**src/rtl/mdio_mgmt_pkg.sv**
```systemverilog
package mdio_mgmt_pkg;
    localparam int DIV_R0  = 42;
    localparam int DIV_R1  = 62;
    localparam int DIV_R2  = 16;
    localparam int DIV_R3  = 26;
    localparam int DIV_R4  = 102;
    localparam int DIV_R5  = 124;
    localparam int DIV_MAX = 124;
    localparam int HALF_W  = $clog2(DIV_MAX / 2 + 1);

    localparam int CTL_BUSY = 0;
    localparam int CTL_WR   = 1;
    localparam int CTL_RNG  = 2;
    localparam int CTL_REG  = 6;
    localparam int CTL_PHY  = 11;

    typedef logic [HALF_W-1:0] half_t;

    // Clocks per MDC half period for a range code; unused codes fall back to code 0.
    function automatic half_t half_for_code(input logic [2:0] code);
        case (code)
            3'd1:    return half_t'(DIV_R1 / 2);
            3'd2:    return half_t'(DIV_R2 / 2);
            3'd3:    return half_t'(DIV_R3 / 2);
            3'd4:    return half_t'(DIV_R4 / 2);
            3'd5:    return half_t'(DIV_R5 / 2);
            default: return half_t'(DIV_R0 / 2);
        endcase
    endfunction
endpackage

```
**src/rtl/mdio_mdc_divsel.sv**
```systemverilog
module mdio_mdc_divsel
    import mdio_mgmt_pkg::*;
(
    input  logic [2:0] range_code,
    output half_t      half_clks
);
    always_comb begin
        half_clks = half_for_code(range_code);
    end
endmodule

```
**src/rtl/mdio_frame_engine.sv**
```systemverilog
module mdio_frame_engine
    import mdio_mgmt_pkg::*;
#(
    parameter int PRE_LEN = 32,
    parameter int DATA_W  = 16
) (
    input  logic              clk,
    input  logic              rst_n,
    input  logic              start,
    input  logic              is_read,
    input  logic [4:0]        phy_addr,
    input  logic [4:0]        reg_num,
    input  logic [DATA_W-1:0] wdata,
    input  half_t             half_clks,
    input  logic              mdio_in,
    output logic              mdc,
    output logic              mdio_out,
    output logic              mdio_oe,
    output logic              done,
    output logic [DATA_W-1:0] rdata
);
    localparam int FRAME_BITS = PRE_LEN + 16 + DATA_W;
    localparam int IDX_W      = $clog2(FRAME_BITS);
    localparam logic [IDX_W-1:0] TA_POS   = IDX_W'(PRE_LEN + 14);
    localparam logic [IDX_W-1:0] DATA_POS = IDX_W'(PRE_LEN + 16);
    localparam logic [IDX_W-1:0] LAST_POS = IDX_W'(FRAME_BITS - 1);

    typedef struct packed {
        logic                  active;
        logic                  is_read;
        logic                  phase;
        half_t                 half_cnt;
        logic [IDX_W-1:0]      bit_idx;
        logic [FRAME_BITS-1:0] shreg;
        logic [DATA_W-1:0]     rd;
        logic                  oe;
        logic                  done;
    } eng_s;

    eng_s s_d, s_q;

    always_comb begin
        s_d      = s_q;
        s_d.done = 1'b0;
        if (!s_q.active) begin
            if (start) begin
                s_d.active   = 1'b1;
                s_d.is_read  = is_read;
                s_d.phase    = 1'b0;
                s_d.half_cnt = '0;
                s_d.bit_idx  = '0;
                s_d.shreg    = {{PRE_LEN{1'b1}}, 2'b01,
                                (is_read ? 2'b10 : 2'b01),
                                phy_addr, reg_num,
                                (is_read ? 2'b00 : 2'b10),
                                (is_read ? {DATA_W{1'b0}} : wdata)};
            end
        end else if (s_q.half_cnt == half_clks - half_t'(1)) begin
            s_d.half_cnt = '0;
            if (!s_q.phase) begin
                // rising MDC edge: sample returned data
                s_d.phase = 1'b1;
                if (s_q.is_read && s_q.bit_idx >= DATA_POS)
                    s_d.rd = {s_q.rd[DATA_W-2:0], mdio_in};
            end else begin
                // falling MDC edge: advance to the next bit
                s_d.phase = 1'b0;
                if (s_q.bit_idx == LAST_POS) begin
                    s_d.active = 1'b0;
                    s_d.done   = 1'b1;
                end else begin
                    s_d.bit_idx = s_q.bit_idx + IDX_W'(1);
                    s_d.shreg   = {s_q.shreg[FRAME_BITS-2:0], 1'b0};
                end
            end
        end else begin
            s_d.half_cnt = s_q.half_cnt + half_t'(1);
        end
        s_d.oe = s_d.active && !(s_d.is_read && s_d.bit_idx >= TA_POS);
    end

    always_ff @(posedge clk) begin
        if (!rst_n) s_q <= '0;
        else        s_q <= s_d;
    end

    assign mdc      = s_q.phase;
    assign mdio_out = s_q.shreg[FRAME_BITS-1];
    assign mdio_oe  = s_q.oe;
    assign done     = s_q.done;
    assign rdata    = s_q.rd;

    // the bus is never driven during the data bits of a read
    a_r4_read_released: assert property (@(posedge clk) disable iff (!rst_n)
        (s_q.active && s_q.is_read && s_q.bit_idx >= DATA_POS) |-> !mdio_oe);
endmodule

```
**src/rtl/mdio_regs.sv**
```systemverilog
module mdio_regs
    import mdio_mgmt_pkg::*;
#(
    parameter int ADDR_W   = 8,
    parameter int DATA_W   = 16,
    parameter int CTRL_OFS = 16,
    parameter int DATA_OFS = 20
) (
    input  logic              clk,
    input  logic              rst_n,
    input  logic [ADDR_W-1:0] bus_addr,
    input  logic              bus_wr_en,
    input  logic              bus_rd_en,
    input  logic [31:0]       bus_wdata,
    output logic [31:0]       bus_rdata,
    input  logic              eng_done,
    input  logic [DATA_W-1:0] eng_rdata,
    output logic              start,
    output logic              busy,
    output logic              is_read,
    output logic [4:0]        phy_addr,
    output logic [4:0]        reg_num,
    output logic [2:0]        range_code,
    output logic [DATA_W-1:0] data_word
);
    localparam logic [ADDR_W-3:0] CTRL_IDX = (ADDR_W-2)'(CTRL_OFS / 4);
    localparam logic [ADDR_W-3:0] DATA_IDX = (ADDR_W-2)'(DATA_OFS / 4);

    typedef struct packed {
        logic              busy;
        logic              wr;
        logic [2:0]        code;
        logic [4:0]        phy;
        logic [4:0]        regn;
        logic [DATA_W-1:0] data;
        logic              start;
        logic [31:0]       rdata;
    } regs_s;

    regs_s r_d, r_q;
    logic  hit_ctrl, hit_data;
    logic  unused_bits;

    assign hit_ctrl    = bus_addr[ADDR_W-1:2] == CTRL_IDX;
    assign hit_data    = bus_addr[ADDR_W-1:2] == DATA_IDX;
    assign unused_bits = ^{bus_addr[1:0], bus_wdata[31:16]};

    always_comb begin
        r_d       = r_q;
        r_d.start = 1'b0;
        if (bus_wr_en && hit_ctrl && !r_q.busy) begin
            r_d.wr   = bus_wdata[CTL_WR];
            r_d.code = bus_wdata[CTL_RNG +: 3];
            r_d.regn = bus_wdata[CTL_REG +: 5];
            r_d.phy  = bus_wdata[CTL_PHY +: 5];
            if (bus_wdata[CTL_BUSY]) begin
                r_d.busy  = 1'b1;
                r_d.start = 1'b1;
            end
        end
        if (bus_wr_en && hit_data && !(r_q.busy && !r_q.wr))
            r_d.data = bus_wdata[DATA_W-1:0];
        if (eng_done) begin
            r_d.busy = 1'b0;
            if (!r_q.wr) r_d.data = eng_rdata;
        end
        if (bus_rd_en) begin
            if (hit_ctrl)
                r_d.rdata = {16'b0, r_q.phy, r_q.regn, 1'b0, r_q.code, r_q.wr, r_q.busy};
            else if (hit_data)
                r_d.rdata = {{(32-DATA_W){1'b0}}, r_q.data};
            else
                r_d.rdata = '0;
        end
    end

    always_ff @(posedge clk) begin
        if (!rst_n) r_q <= '0;
        else        r_q <= r_d;
    end

    assign bus_rdata  = r_q.rdata;
    assign start      = r_q.start;
    assign busy       = r_q.busy;
    assign is_read    = !r_q.wr;
    assign phy_addr   = r_q.phy;
    assign reg_num    = r_q.regn;
    assign range_code = r_q.code;
    assign data_word  = r_q.data;

    // the go bit clears only when the engine reports the frame done
    a_r2_busy_ends_on_done: assert property (@(posedge clk) disable iff (!rst_n)
        $fell(r_q.busy) |-> $past(eng_done));
    // command fields hold while a frame is in progress
    a_r7_ctrl_held: assert property (@(posedge clk) disable iff (!rst_n)
        r_q.busy |=> ($stable(r_q.phy) && $stable(r_q.regn) && $stable(r_q.code) && $stable(r_q.wr)));
    // data word is untouched during a read until its result arrives
    a_r8_data_held_read: assert property (@(posedge clk) disable iff (!rst_n)
        (r_q.busy && !r_q.wr && !eng_done) |=> $stable(r_q.data));
endmodule

```
**src/rtl/mdio_mgmt_master.sv**
```systemverilog
module mdio_mgmt_master
    import mdio_mgmt_pkg::*;
#(
    parameter int ADDR_W  = 8,
    parameter int PRE_LEN = 32
) (
    input  logic              clk,
    input  logic              rst_n,
    input  logic [ADDR_W-1:0] bus_addr,
    input  logic              bus_wr_en,
    input  logic              bus_rd_en,
    input  logic [31:0]       bus_wdata,
    output logic [31:0]       bus_rdata,
    output logic              mdc,
    output logic              mdio_out,
    output logic              mdio_oe,
    input  logic              mdio_in
);
    localparam int DATA_W = 16;

    logic              start, busy, is_read, eng_done;
    logic [4:0]        phy_addr, reg_num;
    logic [2:0]        range_code;
    logic [DATA_W-1:0] data_word, eng_rdata;
    half_t             half_clks;

    mdio_regs #(.ADDR_W(ADDR_W), .DATA_W(DATA_W)) regs_i (
        .clk(clk), .rst_n(rst_n),
        .bus_addr(bus_addr), .bus_wr_en(bus_wr_en), .bus_rd_en(bus_rd_en),
        .bus_wdata(bus_wdata), .bus_rdata(bus_rdata),
        .eng_done(eng_done), .eng_rdata(eng_rdata),
        .start(start), .busy(busy), .is_read(is_read),
        .phy_addr(phy_addr), .reg_num(reg_num), .range_code(range_code),
        .data_word(data_word)
    );

    mdio_mdc_divsel divsel_i (
        .range_code(range_code), .half_clks(half_clks)
    );

    mdio_frame_engine #(.PRE_LEN(PRE_LEN), .DATA_W(DATA_W)) engine_i (
        .clk(clk), .rst_n(rst_n),
        .start(start), .is_read(is_read),
        .phy_addr(phy_addr), .reg_num(reg_num), .wdata(data_word),
        .half_clks(half_clks), .mdio_in(mdio_in),
        .mdc(mdc), .mdio_out(mdio_out), .mdio_oe(mdio_oe),
        .done(eng_done), .rdata(eng_rdata)
    );

    // MDC rests low outside a frame
    a_r6_mdc_idle_low: assert property (@(posedge clk) disable iff (!rst_n)
        !busy |-> !mdc);
    // a driven MDIO only moves together with a falling MDC
    a_r6_out_on_fall: assert property (@(posedge clk) disable iff (!rst_n)
        (mdio_oe && $past(mdio_oe) && !$fell(mdc)) |-> $stable(mdio_out));
endmodule

```
**config.mk**
```make
export PLATFORM = sky130hd
export DESIGN_NAME = mdio_mgmt_master
export DESIGN_NICKNAME = d
export VERILOG_FILES = /design/src/rtl/mdio_mgmt_pkg.sv /design/src/rtl/mdio_mdc_divsel.sv /design/src/rtl/mdio_frame_engine.sv /design/src/rtl/mdio_regs.sv /design/src/rtl/mdio_mgmt_master.sv
export SDC_FILE = /design/constraint.sdc
export NUM_CORES = 1
export LEC_CHECK = 0
export ABC_AREA = 1
export CAP_MARGIN = 20
export CORE_UTILIZATION = 63
export CTS_CLUSTER_SIZE = 30
export DETAILED_ROUTE_END_ITERATION = 10
export DONT_BUFFER_PORTS = 1
export PLACE_DENSITY_LB_ADDON = 0.05
export SLEW_MARGIN = 20
export SYNTH_ARGS = -nofsm -noshare
export SYNTH_HDL_FRONTEND = slang
export SYNTH_SLANG_ARGS = --single-unit
```
**constraint.sdc**
```tcl
create_clock -name clk -period 2.6 [get_ports clk]
set_input_delay 0.13 -clock clk [delete_from_list [all_inputs] [get_ports clk]]
set_output_delay 0.13 -clock clk [all_outputs]
set_load 0.1 [all_outputs]
```
## Word-level counts from Yosys, hierarchy flattened

Cells that the tools add are included.
W data, S select, Z words.

- Flip-flop bits (word level): 161
- Bits in latches: 0
- RAM bits: 0
- Memory bits (read-only): 0
- Input port bits: 45
- Output and inout bits: 35
- Logic and storage cells: 82
- Memories kept: 0

- Add/subtract/negate cells: 3
- $mul: 0
- Divide/modulo/power cells: 0
- Order comparisons: 2
- Eq/ne operators: 12
- Shift operators: 0
- Multiplexer cells: 26
- Bitwise logic cells: 2
- Reductions and logical operators: 20

Operator list:

| kind | count |
|---|---|
| $mux W70 | 2 |
| $mux W16 | 7 |
| $mux W86 | 1 |
| $mux W79 | 1 |
| $mux W77 | 1 |
| $mux W32 | 1 |
| $pmux W6 S5 | 1 |
| $add A6 B1 Y6 const B | 2 |
| $eq A6 B3 Y1 const B | 2 |
| $ge A6 B6 Y1 const B | 2 |
| $reduce_and A4 Y1 | 3 |
| $mux W1 | 9 |
| $logic_and A1 B1 Y1 | 8 |
| $eq A3 B2 Y1 const B | 2 |
| $eq A3 B3 Y1 const B | 2 |
| $eq A6 B6 Y1 | 1 |
| $eq A6 B6 Y1 const B | 1 |
| $mux W6 | 1 |
| $ne A2 B2 Y1 const B | 3 |
| $reduce_and A2 Y1 | 3 |
| $sub A6 B1 Y6 const B | 1 |
| $logic_not A1 Y1 | 4 |
| $mux W2 | 2 |
| $eq A3 B1 Y1 const B | 1 |
| other kinds (3) | 4 |

## Logic depth before layout (Yosys ltp)

Gate-level depths: netlist of the first run.

- Depth after elaboration: 10
- Gate-level depth with buffers: 19

## By module

A second synthesis of the first run with hierarchy kept.

- Cell total of the unflattened synthesis: 1021
- Area, all modules: 7236.9 µm²

Modules (own cells, without submodules):

| module | instances | cells each | area each (µm²) | seq. area each (µm²) |
|---|---|---|---|---|
| mdio_frame_engine | 1 | 587 | 4304.1 | 1941.9 |
| mdio_regs | 1 | 420 | 2849.0 | 960.9 |
| mdio_mdc_divsel | 1 | 14 | 83.8 | 0.0 |

## Least setup slack after synthesis of the first run

No wires, ideal clock.

- Path kind: flip-flop to flip-flop
- Start: register engine_i.s_q, in the netlist engine_i.mdc
- End: register engine_i.s_q[63] (netlist bit)
- Arrival: 2214 ps
- Setup slack: 267 ps
- Stages on the path, launching flop included: 7
- Period minus slack after synthesis: 2333 ps
- Cell sequence: dfxtp_1 buf_2 inv_1 nor3_2 nand2_4 buf_6 o221a_2

- Longest elaborated chain between the ends: 2

Ends and longest elaborated chain:

| item | RTL line | source |
|---|---|---|
| from (decl) | mdio_frame_engine.sv:40 | `eng_s s_d, s_q;` |
| from (signal assigned) | mdio_frame_engine.sv:83 | `if (!rst_n) s_q <= '0;` |
| from (signal assigned) | mdio_frame_engine.sv:84 | `else s_q <= s_d;` |
| $ne A2 B2 Y1 (no source line) | - |  |
| $reduce_and A4 Y1 (no source line) | - |  |

No other way between the ends.
A chain may end at the register's enable or synchronous reset.

## Final worst setup path of the first run

- Start: register regs_i.r_q, in the netlist regs_i.range_code[0]
- End: register engine_i.s_q[79] (netlist bit)

- Longest elaborated chain between the ends: 6
- Elaborated cells on any way between the ends: 10
- Classes of those cells: add/sub (1); eq/ne (7); mux (1); reduce/logical (1)

Ends and longest elaborated chain:

| item | RTL line | source |
|---|---|---|
| from (decl) | mdio_regs.sv:40 | `regs_s r_d, r_q;` |
| from (signal assigned) | mdio_regs.sv:79 | `else r_q <= r_d;` |
| $eq A3 B3 Y1, or another cell as far along | mdio_mgmt_pkg.sv:21 | `case (code)` |
| $pmux W6 S5 * | mdio_mgmt_pkg.sv:21 |  |
| $sub A6 B1 Y6 * | mdio_frame_engine.sv:58 | `end else if (s_q.half_cnt == half_clks - half_t'(1)) begin` |
| $eq A6 B6 Y1 * | mdio_frame_engine.sv:58 |  |
| $ne A2 B2 Y1 (no source line) * | - |  |
| $reduce_and A4 Y1 (no source line) * | - |  |

Mark *: on every way between the ends. The rest lies on a longest branch, timed or not.

==> results of run 1 <==
==> path summary, 6_finish.rpt <==
check,startpoint,endpoint,cells after the start,slack (ns)
setup / recovery,regs_i.range_code[0],engine_i.s_q[79],13,0.21
hold / removal,rst_n,engine_i.s_q[51],2,0.03
hold reg to reg,engine_i.done,regs_i.busy,1,0.44
setup reg to reg,regs_i.range_code[0],engine_i.s_q[79],13,0.21
==> sequential cells by signal (all words and copies together), names as in the netlist <==
signal,count
regs_i.start,1
regs_i.range_code,3
regs_i.r_q,1
engine_i.s_q,77
regs_i.bus_rdata,16
engine_i.mdio_oe,1
regs_i.busy,1
engine_i.done,1
engine_i.mdc,1
regs_i.data_word,16
engine_i.rdata,16
regs_i.reg_num,5
regs_i.phy_addr,5
engine_i.mdio_out,1
==> area by class of cell <==
| cell class | count | area, µm² | area share |
|---|---|---|---|
| Sequential cell | 145 | 2910 | 0.406 |
| Multi-Input combinational cell | 491 | 2630 | 0.368 |
| Timing Repair Buffer | 50 | 448 | 0.0626 |
| Clock buffer | 19 | 442 | 0.0617 |
| Inverter | 96 | 377 | 0.0526 |
| Clock inverter | 13 | 183 | 0.0255 |
| Tap cell | 133 | 166 | 0.0233 |
==> worst reg2reg max path, delay by kind of cell (launching register included) <==
| family | cells | cell delay [ns] |
|---|---|---|
| adders and majority gates | 1 | 0.29 |
| xor gates and xnor gates | 1 | 0.14 |
| and+or+nand+nor | 7 | 0.68 |
| DFF | 1 | 0.38 |
| AOI/OAI and AO/OA | 2 | 0.42 |
| buffers and inverters | 2 | 0.41 |
==> cell families (layout without fill, tap and decap cells) <==
kind of cell             count (synthesis)  in the layout
AO/OA/AOI/OAI                          233            233
other                                    1             16
buffers and inverters                  177            178
adder cells (fa/ha/maj)                  3              3
XOR/XNOR                                 7              7
AND/OR/NAND/NOR                        231            231
multiplexers                             1              1
flip-flops                             145            145
==> metrics by stage <==
step	total power, mW	util
after floorplan	2.60	-
after global placement	2.58	0.641
after detailed placement	2.58	0.641
after CTS	5.16	0.730
after global routing	5.29	0.732
final	5.14	0.732
==> Yosys cell counts, drive strengths merged, types with 4 or more instances <==
| library cell | count | area [µm²] |
|---|---|---|
| a31oi | 28 | 175 |
| dfxtp | 145 | 2900 |
| o221ai | 15 | 131 |
| inv | 93 | 352 |
| nand2 | 168 | 653 |
| o211ai | 4 | 30.0 |
| nand3 | 17 | 95.1 |
| xor2 | 5 | 43.8 |
| clkbuf | 31 | 118 |
| a21oi | 64 | 320 |
| buf | 50 | 390 |
| o21ai | 88 | 452 |
| nor2 | 39 | 166 |
| o221a | 31 | 349 |
==> timing repair <==
item                                   in CTS  in global routing
endpoints found under the hold margin     100                  0
gates resized for setup                     0                  7
buffers inserted                            0                  0
hold buffers                               22                  0
setup endpoints to repair                   0                 63
==> layer usage <==
layer	up-vias	GRT usage	routed length [µm]
li1	2629	-	-
met1	2442	0.363	6360
met2	152	0.453	6460
met3	17	0.0910	859
met4	0	0.0879	202
met5	-	0	0
==> power by group through the flow <==
stage	clock [mW]	combinational, mW	sequential (mW)
CTS	2.58	0.340	2.25
global route	2.68	0.360	2.25
global placement	0	0.280	2.30
detailed placement	0	0.282	2.30
floorplan	0	0.306	2.30
finish	2.55	0.343	2.25
==> summary.txt, run 1 <==
Outcome
  – Status: complete, no violations

Placement
  – Post-Place Setup Slack: 0.0789 ns
  – Placed cells: 893
  – Placed cell area: 6270 µm²
  – Detail Placement HPWL: 8520 µm
  – Buffers on Ports: 0
  – Routability congestion estimate: 0.819

Worst setup path
  – Startpoint types: register
  – CP Max Fanout: 32
  – Critical path class: register to register
  – Crit-path slowest cell: dfxtp_2
  – Setup crit end kind: register
  – Critical path arrival: 2.85 ns
  – WP data required: 3.06 ns
  – Crit-path max cell delay: 0.38 ns
  – CP most frequent cell: nand2_2
  – Cell family with most CP delay: simple AND/OR/NAND/NOR gates
  – Crit path buf inv count: 2
  – Crit-path cells: inv_2 -> nand3_2 -> nand2_2 -> ha_1 -> xnor2_1 -> nor2_2 -> nand2_1 -> nor2_4 -> nand2_4 -> nand2_2 -> o21ai_4 -> inv_4 -> o221a_1

GRT
  – Vias in the first global route: 4816
  – Total gr overflow: 0
  – Total Routing Usage GR: 0.283
  – First-pass GRT wire length: 22800 µm
  – Largest net degree at the start of global routing: 97
  – Number of antenna violations at the first check in global routing: 0

Final layout
  – Fillcell total: 795
  – Fraction of layout cells with a size suffix above 1: 0.125
  – Most common library cell in the layout ignoring fill and taps: nand2_1
  – # nets final: 849
  – Finished Layout Cells: 947
  – # diodes: 0
  – Fin area: 7150 µm²
  – Most frequent cells in the layout: 163 x nand2_1, 142 x dfxtp_1, 89 x inv_1
  – P&R area growth vs syn: 12.8%

Timing
  – Worst setup margin: 0.208 ns
  – RSZ-0062 raised after global routing: false
  – Worst slew pin tran: 1.14 ns
  – Setup TNS: 0 ns
  – Minimum clock period: 2.39 ns
  – Period utilisation layout: 0.920
  – F_max: 418 MHz
  – Fin Hold WS: 0.0267 ns
  – Slew headroom: 0.237
  – Final hold viol count: 0
  – Clock skew: 0.00832 ns
  – Slew Viols, Final: 0
  – Final setup vio count: 0

Power and ir drop
  – Max VDD drop: 0.845 mV
  – Pwr/cell area: 718 nW/µm²
  – Power share of the sequential group: 0.438
  – Switching power: 1.22 mW
  – Leak pwr: 2.78 nW
  – Clock power share: 0.496
  – Switching Fraction: 0.237
  – Int Power: 3.92 mW
  – Combinational fraction of design power: 0.067

Floorplanning
  – Die W: 102 µm
  – Die height: 102 µm
  – Die area: 10500 µm²
  – Initial core utilization: 0.649
  – Core Area: 9770 µm²
  – # rows: 36
  – Ports: 80

Routing
  – DRT iter0 DRCs: 291
  – Avg WL per Cell: 14.7 µm
  – Vias per cell: 5.53
  – Detailed-router iteration count before antenna repair: 5
  – Routed WL: 13900 µm
  – Via count: 5240
  – DRC viols: 0
  – Post-DRT Antenna Nets: 0

CTS
  – Total CTS buffers: 17
  – Sink Count: 145
  – CTS max path bufs: 2
  – Worst-skew pair later-pin latency: 0.52 ns
  – Worst-path clk slew: 0.06 ns
  – CTS Root Cell: clkbuf_8
  – CTS H-tree lvls: 4
  – CTS tree: yes

Worst hold path
  – HP Class: primary input to register

Synthesis
  – FF+latch count, synth: 145
  – Mux cell area share after synthesis: 0.00158
  – XOR/XNOR Fraction of Synth Area: 0.00966
  – Cells after Synth: 798
  – Synthesized cell area: 6340 µm²
  – Netlist cell types: 43
  – Avg Cell Area, Syn: 7.95 µm²
  – Number of synthesized flops with an enable pin: 0
  – Dominant synthesized flop cell: dfxtp_1
  – Seq/Total Area, Yosys: 0.458
  – Synth Area in Simple Gates: 0.152
  – Synth warnings: 0
  – Synth Area in Compound Gates: 0.234
  – Largest family of logic cells by synthesized area: compound AO/OA/AOI/OAI gates
  – Synth Area in Adders: 0.00592
  – Fraction of registers with async set/reset: 0

Flow run
  – Max-cap viol count: 0
Note: power is estimated with default switching activity, not from simulation.
==> run 2, diff against run 1 <==
Settings changed: RECOVER_POWER from default to 50.
==> summary.txt, run 2 (synthesized netlist as in run 1, its figures left out) <==
Outcome
  – Status: complete, no violations

Timing
  – RSZ-0062 raised after global routing: false
  – F_max: 418 MHz (about the same)
  – Clock skew: 0.00790 ns (-0.000420 ns)
  – Minimum clock period: 2.39 ns (-0.00199 ns)
  – Setup TNS: 0 ns (unchanged)
  – Slew headroom: 0.181 (-0.0562)
  – Slew Viols, Final: 0 (unchanged)
  – Final hold viol count: 0 (unchanged)
  – Fin Hold WS: 0.0246 ns (-0.00208 ns)
  – Period utilisation layout: 0.919 (about the same)
  – Worst slew pin tran: 1.23 ns (+0.0880 ns)
  – Final setup vio count: 0 (unchanged)

Worst setup path
  – Crit-path max cell delay: 0.38 ns (about the same)
  – R2r startpoint: regs_i.range_code[0]
  – Crit path buf inv count: 2 (unchanged)
  – Crit-path slowest cell: dfxtp_2
  – R2r setup slk: 0.21 ns (about the same)
  – Crit-path cells: inv_2 -> nand3_2 -> nand2_2 -> ha_1 -> xnor2_1 -> nor2_2 -> nand2_1 -> nor2_4 -> nand2_4 -> nand2_2 -> o21ai_4 -> inv_4 -> o221a_1
  – Critical path arrival: 2.85 ns (about the same)
  – WP data required: 3.06 ns (about the same)
  – Critical path class: register to register
  – CP Max Fanout: 32 (unchanged)
  – Cell family with most CP delay: simple AND/OR/NAND/NOR gates
  – Setup crit end kind: register
  – CP most frequent cell: nand2_2
  – RR Endpoint: engine_i.s_q[79]
  – Worst reg2reg path depth: 13 (unchanged)
  – Startpoint types: register

Placement
  – Routability congestion estimate: 0.819 (unchanged)
  – Buffers on Ports: 0 (unchanged)
  – Detail Placement HPWL: 8520 µm (unchanged)

Final layout
  – # diodes: 0 (unchanged)
  – Area of the multi-input gates: 2630 µm² (unchanged)
  – Register area: 2910 µm² (unchanged)
  – # nets final: 849 (unchanged)
  – Fraction of layout cells with a size suffix above 1: 0.0995 (-0.0258)
  – Most common library cell in the layout ignoring fill and taps: nand2_1
  – Reg with most FFs: engine_i.s_q
  – P&R area growth vs syn: 11.5%
  – Final core occ: 0.724 (-0.00806)
  – Max reg flops: 77 (unchanged)
  – Fillcell total: 822 (+3.4%)
  – Most frequent cells in the layout: 163 x nand2_1, 142 x dfxtp_1, 89 x inv_1

Power and ir drop
  – Max VDD drop: 0.840 mV (-0.56%)
  – Leak pwr: 2.69 nW (-3.0%)
  – Pwr/cell area: 724 nW/µm² (+0.86%)

Routing
  – Detailed-router iteration count before antenna repair: 5 (unchanged)
  – Vias per cell: 5.57 (+0.67%)
  – DRC viols: 0 (unchanged)
  – Post-DRT Antenna Nets: 0 (unchanged)
  – Avg WL per Cell: 14.7 µm (+0.11%)
  – DRT iter0 DRCs: 282 (-3.1%)
  – Routed WL: 13900 µm (+0.11%)
  – Via count: 5275 (+0.67%)

GRT
  – Number of antenna violations at the first check in global routing: 0 (unchanged)
  – Largest net degree at the start of global routing: 97 (unchanged)
  – Total gr overflow: 0 (unchanged)
  – Total Routing Usage GR: 0.283 (unchanged)
  – First-pass GRT wire length: 22800 µm (unchanged)
  – Vias in the first global route: 4816 (unchanged)

Worst hold path
  – Worst Hold Launch: rst_n
  – HP Class: primary input to register
  – Hold path depth: 2 (unchanged)
  – Hold Path Sink: engine_i.s_q[51]

Floorplanning
  – Die area: 10500 µm² (unchanged)
  – Ports: 80 (unchanged)
  – Die height: 102 µm (unchanged)
  – # rows: 36 (unchanged)
  – Initial core utilization: 0.649 (unchanged)
  – Die W: 102 µm (unchanged)
  – Core Area: 9770 µm² (unchanged)

CTS
  – Sink Count: 145 (unchanged)
  – Worst-path clk slew: 0.06 ns (about the same)
  – Total CTS buffers: 17 (unchanged)
  – Worst-skew pair later-pin latency: 0.52 ns (about the same)
  – CTS Root Cell: clkbuf_8
  – CTS max path bufs: 2 (unchanged)
  – CTS tree: yes
  – CTS H-tree lvls: 4 (unchanged)

Flow run
  – Max-cap viol count: 0 (unchanged)
[run 2: cell count changes in the layout (fill, tap and decap cells not counted), sizes merged]
cell,delta
clkbuf,+21
buf,-21
[run 2: power breakdown]
part	internal, mW	switching, mW
logic	0.0580	0.274
clock network	1.61	0.934
registers	2.24	0.00902
[run 2: final cells by class]
cell class	instances	area share
clock inverter	13	0.0258
sequential	145	0.411
inverter	96	0.0532
multi-input combinational	491	0.372
tap	133	0.0235
clock buffer	19	0.0624
timing repair buffer	50	0.0522
[run 2: worst max path at each step]
stage	startpoint	to	slack, ns	cells past startpoint
floorplan	engine_i.mdc	engine_i.s_q[63]	0.27	6
global placement	regs_i.range_code[0]	engine_i.s_q[27]	0.14	14
detailed placement	regs_i.range_code[1]	engine_i.s_q[47]	0.08	14
CTS	regs_i.range_code[1]	engine_i.s_q[40]	0.03	14
global route	regs_i.range_code[0]	engine_i.s_q[40]	0.04	17
finish	regs_i.range_code[0]	engine_i.s_q[79]	0.21	13
[run 2: layer usage]
metal,vias up,GRT usage,part of all wire
li1,2632,-,-
met1,2454,0.363,0.45
met2,172,0.453,0.47
met3,17,0.0910,0.066
met4,0,0.0879,0.013
met5,-,0,0
[run 2: timing repair]
action	CTS	global route
hold buffers	22	0
hold endpoints to repair	100	0
endpoints found under the setup margin	0	63
setup buffers	0	0
gates resized for setup	0	7
[run 2: through the flow]
stage	instances	instance area [µm²]	setup WS, ns	power (mW)
6_report	947	7080	0.210	5.12
4_1_cts	947	7130	0.0302	5.16
2_1_floorplan	813	6400	0.267	2.60
3_5_place_dp	893	6270	0.0789	2.58
5_1_grt	947	7080	0.0356	5.27
3_3_place_gp	893	6270	0.140	2.58
==> run 3, diff against run 2 <==
Settings changed: ABC_AREA 1 to default.
==> summary.txt, run 3 <==
CTS
  – Worst-path clk slew: 0.06 ns (about the same)
  – CTS tree: yes
  – Total CTS buffers: 17 (unchanged)
  – Sink Count: 145 (unchanged)
  – CTS max path bufs: 2 (unchanged)
  – CTS Root Cell: clkbuf_8
  – CTS H-tree lvls: 4 (unchanged)
  – Worst-skew pair later-pin latency: 0.54 ns (+0.02 ns)

GRT
  – First-pass GRT wire length: 22900 µm (+0.51%)
  – Number of antenna violations at the first check in global routing: 0 (unchanged)
  – Largest net degree at the start of global routing: 142 (+46%)
  – Total Routing Usage GR: 0.261 (-0.0221)
  – Vias in the first global route: 4783 (-0.69%)
  – Total gr overflow: 0 (unchanged)

Timing
  – Worst slew pin tran: 1.21 ns (-0.0165 ns)
  – RSZ-0062 raised after global routing: true
  – Slew Viols, Final: 0 (unchanged)
  – Final setup vio count: 21 (+21)
  – Clock skew: 0.0121 ns (+0.00425 ns)
  – Fin Hold WS: 0.0358 ns (+0.0112 ns)
  – Worst setup margin: -0.0994 ns (-0.309 ns)
  – F_max: 370 MHz (-11%)
  – Slew headroom: 0.192 (+0.0110)
  – Final hold viol count: 0 (unchanged)
  – Minimum clock period: 2.70 ns (+0.309 ns)
  – Period utilisation layout: 1.04 (+0.119)

Routing
  – Via count: 5238 (-0.70%)
  – Post-DRT Antenna Nets: 0 (unchanged)
  – DRC viols: 0 (unchanged)
  – Vias per cell: 5.81 (+4.4%)
  – DRT iter0 DRCs: 332 (+18%)
  – Detailed-router iteration count before antenna repair: 6 (+1)
  – Avg WL per Cell: 17.0 µm (+16%)
  – Routed WL: 15300 µm (+10%)

Floorplanning
  – Die W: 105 µm (+2.4%)
  – Initial core utilization: 0.648 (-0.000968)
  – Die area: 11000 µm² (+4.9%)
  – # rows: 37 (+2.8%)
  – Core Area: 10300 µm² (+5.1%)
  – Ports: 80 (unchanged)
  – Die height: 105 µm (+2.4%)

Synthesis
  – Top post-synthesis cells by area: dfxtp_1 44%, mux2i_1 7.2%, nand2_1 4.1%
  – Dominant synthesized flop cell: dfxtp_1
  – Netlist cell types: 59 (+37%)
  – Cells after Synth: 724 (-9.3%)
  – Synth top area share: 0.436 (-0.0217)
  – Synthesized cell area: 6660 µm² (+5.0%)
  – Number of synthesized flops with an enable pin: 0 (unchanged)
  – Synth warnings: 0 (unchanged)
  – Fraction of registers with async set/reset: 0 (unchanged)
  – Post-synth top cells: 145 x dfxtp_1, 73 x nand2_1, 48 x mux2i_1
  – Seq/Total Area, Yosys: 0.436 (-0.0217)
  – Avg Cell Area, Syn: 9.20 µm² (+16%)
  – FF+latch count, synth: 145 (unchanged)
  – Yosys top cell by area: dfxtp_1
  – Count leader, synth: dfxtp_1

Worst setup path
  – Setup crit end: engine_i.rdata[9]
  – CP most frequent cell: nor4b_4
  – R2r setup slk: -0.1 ns (-0.31 ns)
  – CP startpoint: regs_i.range_code[2]
  – Crit-path max cell delay: 0.39 ns (about the same)
  – Crit-path cells: nor2_4 -> or2_4 -> ha_4 -> xnor2_4 -> mux2i_2 -> nor4b_4 -> nor4b_4 -> and4_4 -> buf_12 -> mux2i_1 -> nor2b_1
  – Startpoint types: register
  – CP Max Fanout: 16 (-50%)
  – Critical path arrival: 3.14 ns (+0.29 ns)
  – RR Endpoint: engine_i.rdata[9]
  – R2r startpoint: regs_i.range_code[2]
  – Crit-path slowest cell: nor4b_4
  – WP data required: 3.04 ns (-0.02 ns)
  – Setup crit end kind: register
  – Worst reg2reg path depth: 11 (-2)
  – Critical path class: register to register

Power and ir drop
  – Clock power share: 0.493 (-0.003)
  – Switching Fraction: 0.223 (-0.0150)
  – Power share of the sequential group: 0.462 (+0.023)
  – Switching power: 1.07 mW (-12%)
  – Leak pwr: 3.09 nW (+15%)
  – Pwr/cell area: 587 nW/µm² (-19%)
  – Combinational fraction of design power: 0.046 (-0.019)
  – Int Power: 3.75 mW (-4.0%)
  – Max VDD drop: 0.513 mV (-39%)

Final layout
  – Most common library cell in the layout ignoring fill and taps: dfxtp_1
  – Most frequent cells in the layout: 143 x dfxtp_1, 65 x nand2_1, 47 x mux2i_1
  – Fillcell total: 644 (-22%)
  – # nets final: 800 (-5.8%)
  – Max reg flops: 77 (unchanged)
  – Reg with most FFs: engine_i.s_q
  – Fin area: 8210 µm² (+16%)
  – # diodes: 0 (unchanged)
  – P&R area growth vs syn: 23.3%
  – Fraction of layout cells with a size suffix above 1: 0.209 (+0.110)

Worst hold path
  – HP Class: primary input to register

Placement
  – Detail Placement HPWL: 8520 µm (about the same)
  – Routability congestion estimate: 0.847 (+3.5%)
  – Post-Place Setup Slack: -0.150 ns (-0.228 ns)
  – Buffers on Ports: 0 (unchanged)
  – Placed cell area: 6780 µm² (+8.2%)

Flow run
  – Max-cap viol count: 0 (unchanged)

Outcome
  – Failing checks: setup timing
  – Status: finished with violations
[run 3: cell types whose count changed in the layout (fill, tap and decap cells not counted), moves of 16 or more]
cell      previous run  this run
a21boi_0             0        18
a21oi_1             64         3
a31oi_1             28         3
inv_1               89        22
mux2i_1              1        47
nand2_1            163        65
nor2b_1              0        40
nor3b_1              0        29
o211a_1              0        16
o21ai_0             81         8
o221a_2             16         0
o22ai_1              0        17
[run 3: area by class of cell]
cell class	instances	area [µm²]	share of cell area
multi-input combinational	483	3660	0.446
sequential	145	2910	0.354
inverter	22	82.6	0.0101
clock buffer	23	477	0.0580
tap	136	170	0.0207
clock inverter	9	105	0.0128
timing repair buffer	83	808	0.0984
[run 3: layer usage]
layer	share of wire	global-route usage	vias up	routed length, µm
met2	0.50	0.426	110	7650
met1	0.44	0.335	2552	6800
li1	-	-	2547	-
met3	0.032	0.0536	29	492
met4	0.025	0.111	0	380
met5	0	0	-	0
[run 3: timing repair]
item	in CTS	in global routing
endpoints found under the setup margin	51	87
gates resized for setup	16	102
pin swaps	14	37
cloned	0	5
endpoints found under the hold margin	145	0
buffers inserted	5	4
hold buffers	23	0
[run 3: kinds of logic (layout without fill, tap and decap cells)]
group / Yosys count / in the layout / share of synthesized area
and+or+nand+nor: 288 / 288 / 0.237
DFF: 145 / 145 / 0.436
AOI/OAI and AO/OA: 124 / 124 / 0.145
buffers and inverters: 111 / 137 / 0.0986
muxes: 48 / 48 / 0.0721
xor gates and xnor gates: 4 / 4 / 0.00526
adders and majority gates: 3 / 3 / 0.00564
other: 1 / 16 / 0.000563
[run 3: stage by stage]
step	cells	total power [mW]	util	TNS, ns
after detailed placement	833	2.42	0.660	-2.44
after global routing	901	4.94	0.799	-11.38
after CTS	892	4.84	0.752	-1.13
final	901	4.82	0.799	-1.37
after floorplan	739	2.47	-	-1.75
after global placement	833	2.42	0.660	-1.24
[run 3: worst min-delay path by stage]
| stage | end | cells past startpoint | start | slack [ns] |
|---|---|---|---|---|
| detailed placement | regs_i.bus_rdata[2] | 1 | rst_n | 0.27 |
| finish | engine_i.s_q[93] | 2 | rst_n | 0.04 |
| floorplan | engine_i.s_q[96] | 2 | rst_n | 0.27 |
| CTS | regs_i.range_code[0] | 5 | bus_addr[5] | 0.03 |
| global route | engine_i.s_q[93] | 2 | rst_n | 0.08 |
| global placement | engine_i.s_q[88] | 1 | rst_n | 0.26 |
[run 3: critical path, delay by kind of cell, from the launching register on]
| family | cells | cell delay [ns] |
|---|---|---|
| AND/OR/NAND/NOR | 6 | 1.11 |
| XOR/XNOR | 1 | 0.23 |
| buffers and inverters | 1 | 0.17 |
| multiplexers | 2 | 0.51 |
| flip-flops | 1 | 0.37 |
| adder cells (fa/ha/maj) | 1 | 0.18 |
[run 3: power groups by stage]
stage | registers (mW) | clock network, mW | logic (mW)
detailed placement | 2.28 | 0 | 0.146
global route | 2.23 | 2.49 | 0.228
global placement | 2.28 | 0 | 0.145
floorplan | 2.28 | 0 | 0.190
finish | 2.23 | 2.38 | 0.220
CTS | 2.23 | 2.40 | 0.214
